`config.mk`:
```
export PLATFORM = sky130hd
export DESIGN_NAME = spi_oversample_slave
export DESIGN_NICKNAME = d
export VERILOG_FILES = /design/src/rtl/spi_oversample_slave.sv
export SDC_FILE = /design/constraint.sdc
export NUM_CORES = 1
export LEC_CHECK = 0
export ABC_AREA = 0
export BUFFER_PORTS_ARGS = -buffer_cell sky130_fd_sc_hd__buf_2
export CORE_MARGIN = 1.5
export CORE_UTILIZATION = 59
export CTS_BUF_LIST = sky130_fd_sc_hd__clkbuf_2 sky130_fd_sc_hd__clkbuf_4 sky130_fd_sc_hd__clkbuf_8
export DETAILED_ROUTE_END_ITERATION = 6
export MAX_ROUTING_LAYER = met4
export PLACE_DENSITY = 0.95
export SKIP_LAST_GASP = 1
export SYNTH_ARGS = -nofsm -noshare
export SYNTH_HDL_FRONTEND = slang
export SYNTH_SLANG_ARGS = --single-unit
```
`constraint.sdc`:
```
create_clock -name clk -period 3.6 [get_ports clk]
set_input_delay 1.08 -clock clk [delete_from_list [all_inputs] [get_ports clk]]
set_output_delay 1.08 -clock clk [all_outputs]
set_load 0.005 [all_outputs]
```
`src/rtl/spi_oversample_slave.sv`:
```
module spi_oversample_slave #(
  parameter int DW   = 8,
  parameter int SYNC = 2
) (
  input  logic          clk,
  input  logic          rst_n,
  input  logic          sck_i,
  input  logic          ss_n_i,
  input  logic          mosi_i,
  input  logic          cpol_i,
  input  logic          cpha_i,
  input  logic          irq_en_i,
  input  logic          tx_wr_i,
  input  logic [DW-1:0] tx_data_i,
  input  logic          rx_rd_i,
  output logic          miso_o,
  output logic          miso_oe_o,
  output logic [DW-1:0] rx_data_o,
  output logic          done_o,
  output logic          ovr_o,
  output logic          irq_o
);
  localparam int CW = (DW > 1) ? $clog2(DW) : 1;

  logic [SYNC-1:0] sck_p, ss_p, mosi_p;
  logic            sck_q;
  logic [CW-1:0]   cnt;
  logic [DW-1:0]   rx_sh, tx_sh, hold;
  logic            done_r, ovr_r;

  always_ff @(posedge clk or negedge rst_n)
    if (!rst_n) begin
      sck_p  <= '0;
      ss_p   <= '1;
      mosi_p <= '0;
      sck_q  <= 1'b0;
    end else begin
      sck_p  <= {sck_p[SYNC-2:0], sck_i};
      ss_p   <= {ss_p[SYNC-2:0], ss_n_i};
      mosi_p <= {mosi_p[SYNC-2:0], mosi_i};
      sck_q  <= sck_p[SYNC-1];
    end

  wire sck_s   = sck_p[SYNC-1];
  wire mosi_s  = mosi_p[SYNC-1];
  wire sel     = !ss_p[SYNC-1];
  wire toggled = sck_s != sck_q;
  wire lead    = toggled && (sck_q == cpol_i);
  wire trail   = toggled && (sck_s == cpol_i);
  wire cap_e   = sel && (cpha_i ? trail : lead);
  wire shift_e = sel && (cpha_i ? lead : trail) && (cnt != '0);
  wire last    = cap_e && (cnt == CW'(DW-1));
  wire tx_ld   = tx_wr_i && (cnt == '0);

  always_ff @(posedge clk or negedge rst_n)
    if (!rst_n) begin
      cnt   <= '0;
      rx_sh <= '0;
      tx_sh <= '0;
      hold  <= '0;
    end else begin
      if (!sel)       cnt <= '0;
      else if (cap_e) cnt <= last ? '0 : cnt + 1'b1;
      if (cap_e)      rx_sh <= {rx_sh[DW-2:0], mosi_s};
      if (tx_ld)        tx_sh <= tx_data_i;
      else if (shift_e) tx_sh <= {tx_sh[DW-2:0], 1'b0};
      if (last)       hold <= {rx_sh[DW-2:0], mosi_s};
    end

  always_ff @(posedge clk or negedge rst_n)
    if (!rst_n) begin
      done_r <= 1'b0;
      ovr_r  <= 1'b0;
    end else begin
      if (last)         done_r <= 1'b1;
      else if (rx_rd_i) done_r <= 1'b0;
      if (last && done_r && !rx_rd_i) ovr_r <= 1'b1;
      else if (rx_rd_i)               ovr_r <= 1'b0;
    end

  assign miso_o    = tx_sh[DW-1];
  assign miso_oe_o = sel;
  assign rx_data_o = hold;
  assign done_o    = done_r;
  assign ovr_o     = ovr_r;
  assign irq_o     = done_r & irq_en_i;

  p_idle_hold_r2: assert property (@(posedge clk) disable iff (!rst_n)
    !miso_oe_o |=> $stable(rx_data_o));
  p_idle_cnt_r8: assert property (@(posedge clk) disable iff (!rst_n)
    !miso_oe_o |=> cnt == '0);
  p_done_rise_r5: assert property (@(posedge clk) disable iff (!rst_n)
    $rose(done_o) |-> cnt == '0);
  p_read_clr_r6: assert property (@(posedge clk) disable iff (!rst_n)
    rx_rd_i && !last |=> !done_o && !ovr_o);
  p_ovr_set_r7: assert property (@(posedge clk) disable iff (!rst_n)
    $rose(ovr_o) |-> done_o && $past(done_o));
  p_tx_ignore_r9: assert property (@(posedge clk) disable iff (!rst_n)
    tx_wr_i && cnt != '0 && !shift_e |=> $stable(miso_o));
endmodule

```
Yosys cells after proc, flatten, opt, wreduce, memory -nomap -nowiden:

Index checks and enable logic that the tools add are counted.

* latch bits: 0
* output and inout port bits: 13
* logic and storage cells: 43
* register bits: 35
* memories kept: 0
* ROM bits: 0
* RAM bits: 0

* multipliers: 0
* bitwise gates (word level): 1
* divide/modulo/power cells: 0
* muxes and demuxes: 10
* shift-type cells: 0
* add/subtract/negate cells: 1
* reductions and logical operators: 17
* $lt $le $gt $ge: 0
* equality and inequality tests: 4

Operators by type and width (number)
* $mux W8: 2
* $logic_and A1 B1 Y1: 9
* $mux W3: 3
* $reduce_bool A2 Y1: 4
* $mux W1: 5
* $add A3 B1 Y3 const B: 1
* $eq A3 B3 Y1 const B: 1
* $logic_not A3 Y1: 1
* $reduce_bool A3 Y1: 1
* $eq A1 B1 Y1: 2
* $logic_not A1 Y1: 2
* $and A1 B1 Y1: 1
* $ne A1 B1 Y1: 1

Logic depth before layout (Yosys ltp):

* depth in word-level cells: 8
* depth in mapped cells: 7
* mapped depth without buffers: 6

Worst setup path before layout:

No wires, ideal clock.

* path kind: input port to flip-flop
* start: input cpol_i
* end: register rx_sh[0]
* library setup time: 125 ps
* data required time: 3475 ps
* arrival: 2359 ps
* path slack: 1117 ps
* stages on the path: 5
* path buffers: 1
* cell sequence: xnor2_2 mux2i_2 and2_1 buf_6 mux2_2

* longest elaborated chain between the ends: 4
* elaborated cells on any way between the ends: 6
* those cells by class: 2 x eq/ne; 1 x mux; 3 x reduce/logical

Ends and longest elaborated chain
* start: declaration: line 10 `input logic cpol_i,`
* $eq A1 B1 Y1, on equally long branches: line 48, 49
* $logic_and A1 B1 Y1, on equally long branches: line 48, 49
* $mux W1 (*): line 50 `wire cap_e = sel && (cpha_i ? trail : lead);`
* $logic_and A1 B1 Y1 (*): line 50
* end signal: assignment: line 64 `if (cap_e) rx_sh <= {rx_sh[DW-2:0], mosi_s};`
* end: declaration: line 28 `logic [DW-1:0] rx_sh, tx_sh, hold;`

Every way passes the cells marked *; elsewhere a longest branch is shown, timed or not.
A chain may end at the register's enable or synchronous reset.

Worst setup path in the final report:

* start: input irq_en_i
* end: output irq_o

* longest elaborated chain between the ends: 1

Ends and longest elaborated chain
* start: declaration: line 12 `input logic irq_en_i,`
* $and A1 B1 Y1: line 86 `assign irq_o = done_r & irq_en_i;`
* end: declaration: line 21 `output logic irq_o`

Every way passes these cells.

==> summary.md <==
| Metric | Value |
|---|---|
| Status | finished, final reports clean |
| Drt total wl | 2270 µm |
| Post-route DRC | 0 |
| Diodes inserted | 0 |
| Synth unique cells | 28 |
| Number of synthesized flops with an enable pin | 0 |
| Vias in the first global route | 867 |
| Port Buf Inserts | 30 |
| Clock Skews | 7.87 ps |
| H-tree Lvls | 2 |
| Clock Sinks | 35 |
| CP arrival | 1430 ps |
| First-pass GRT wire length | 3660 µm |
| Resized Gates After CTS | 0 |
| GPL Wtd Cong | 0.685 |
| Final nets | 158 |
| Worst rel slew slack | 51.9% |
| Min-delay worst type | reg -> reg |
| Achievable Freq | 399 MHz |
| Setup slack, reg-to-reg | 1750 ps |
| CTS tree | done |
| Number of synthesis warnings | 0 |
| Compound-Gate Fraction of Synth Area | 7.21% |
| Gr usage total | 19.8% |
| Initial DRC count | 9 |
| Worst setup path endpoint | irq_o |
| Top FF cell, synth | dfrtp_1 |
| Synth top area cells | dfrtp_1 (57%), mux2_2 (12%), a221o_1 (4.2%), dfstp_2 (3.6%), and3_1 (2.6%) |
| ANT nets after route | 0 |
| Largest area contributor in the netlist | dfrtp_1 |
| Worst-Margin Slew | 722 ps |
| Worst-case reg-to-reg path depth | 6 |
| Mapped Area | 1440 µm² |
| Die area | 2750 µm² |
| Leading cell type in the layout, fill and taps excluded | dfrtp_1 |
| Critical Path End Type | primary output |
| Leak | 0.867 nW |
| Post-CTS Hold Buffers | 0 |
| Drt pass-1 iters | 4 |
| Mean post-synth cell area | 14.1 µm² |
| CTS Buf Count | 5 |
| Worst flop-to-flop path startpoint | cnt[0] |
| Mapped Nets | 123 |
| Multiplexer share of the synthesized area | 15.1% |
| RSZ-0062 raised after global routing | no |
| Setup repair bufs after CTS | 0 |
| Crit path cell chain | buf_2 -> and2_1 -> buf_2 |
| Wire length per cell | 13.7 µm |
| Worst-case clock buffer depth | 2 |
| XOR/XNOR Fraction of Synth Area | 1.13% |
| Commonest non-fill, non-tap cells in the layout | dfrtp_1 (33), buf_2 (30), mux2_2 (15) |
| CP max-delay cell | and2_1 |
| Crit-path max cell delay | 140 ps |
| Adder and majority gate portion of the synthesized area | 2.61% |
| Row count | 17 |
| Most frequent CP cell | buf_2 |
| R2r endpoint | tx_sh[4] |
| Kind of critical path | in -> out |
| Critical Path Fanout Max | 1 |
| Largest family of logic cells by synthesized area | multiplexers |
| Clk Latency, worst-skew pair | 330 ps |
| Number of vias per cell | 5.41 |
| Ratio of cells with drive above 1 in the final layout | 44.2% |
| Starting Density | 63.9% |
| CP startpoint | irq_en_i |
| Root buf cell | clkbuf_4 |
| Switching pwr | 0.000207 W |
| Die width | 52.4 µm |
| Element type at the critical path start | primary input |
| Top cell type's share of synthesized area | 57.3% |
| Simple-gate share of the synthesized area | 10.3% |
| Clk slew on worst S/H paths | 100 ps |
| Via count | 898 |
| Final hold viol count | 0 |
| Period utilisation layout | 69.7% |
| Power density over the cells | 494 nW/µm² |
| Overflow after GRT | 0 |
| Slew Limit Fails | 0 |
| FF+latch count, synth | 35 |
| Seq/Total Area, Yosys | 61.0% |
| Int Pwr | 0.000625 W |
| MaxCap Viol Count | 0 |
| Antenna violations before repair | 0 |
| Required @ worst endpoint | 2520 ps |
| Setup violators final | 0 |
| Clock share of power | 28.7% |
| Total power | 0.000832 W |
| Syn Inst Count | 102 |
| Sequential cell fraction of total power | 58.2% |
| Fin crit period | 2510 ps |
| Core area | 2250 µm² |
| Detail Placement HPWL | 1650 µm |
| Largest net degree at the start of global routing | 36 |
| Final setup TNS | 0 ps |
| Peak VDD IR | 435 µV |
| Core Util, Final | 74.6% |
| Number of I/O pins | 31 |
| Die Height | 52.4 µm |
| Area grow syn2layout | 16.9% |
| Comb pwr share | 13.1% |
| Ys async rst share | 100% |
| Switching Fraction | 24.9% |
-- flip-flops by register name (all words and copies together) (netlist names), 2 cells and up --
register	cells
rx_data_o	8
ss_p	2
sck_p	2
cnt	3
mosi_p	2
tx_sh	8
rx_sh	7
-- worst min-delay path by stage --
stage	startpoint	to	slack, ps	depth (start not counted)
after floorplan	mosi_p[0]	mosi_p[1]	330	0
after CTS	sck_p[0]	sck_p[1]	360	0
after detailed placement	sck_p[0]	sck_p[1]	340	0
after global placement	sck_p[0]	sck_p[1]	340	0
after global routing	ss_p[0]	ss_p[1]	370	0
final	ss_p[0]	ss_p[1]	360	0
-- power by group through the flow --
stage	clock network (W)	registers, W	logic, W
floorplan	0	0.000480	0.0000800
global placement	0	0.000488	0.000104
detailed placement	0	0.000491	0.000109
CTS	0.000247	0.000484	0.000111
global route	0.000264	0.000493	0.000121
finish	0.000239	0.000484	0.000109
-- cells in the mapped netlist (all sizes together) (2+ instances only) --
master and instances:
and3 6, ha 3, mux2 16, inv 6
and2 3, nand2 2, nor2b 2, dfstp 2
dfrtp 33, nor2 5, nand2b 2, mux2i 3
a221o 6
-- final cells by class --
cell class	count	area, µm²
flip-flops and latches	35	878
clock inverters	1	7.51
fillers	163	572
well taps	28	35.0
multi-input cells	59	524
inverters	6	22.5
repair buffers	30	150
clock buffers	7	65.1
-- per-stage QoR --
stage | cells | hold WS [ps] | cell area [µm²] | worst slack, ps
CTS | 166 | 359 | 1680 | 1090
finish | 166 | 360 | 1680 | 1090
global route | 166 | 367 | 1680 | 1060
global placement | 158 | 335 | 1610 | 845
floorplan | 102 | 331 | 1440 | 1120
detailed placement | 158 | 336 | 1610 | 810
-- logic make-up after synthesis --
| kind of cell | Yosys count |
|---|---|
| mux | 19 |
| simple gates | 24 |
| buf+inv | 8 |
| flops | 35 |
| fa+ha+maj | 3 |
| compound gates | 12 |
| xor+xnor | 1 |
-- metal layers --
| metal | GRT usage [%] | wire, µm | vias to the layer above |
|---|---|---|---|
| li1 | - | - | 435 |
| met1 | 22.0 | 1020 | 432 |
| met3 | 6.86 | 127 | 4 |
| met4 | 8.97 | 29 | 0 |
| met5 | - | 0 | - |
| met2 | 32.3 | 1090 | 27 |
-- worst max-delay path, delay by kind of cell --
kind,cells,cell delay (ps)
AND/OR/NAND/NOR,1,140
buffers and inverters,2,220
No activity file was read; power rests on OpenSTA's default activity.
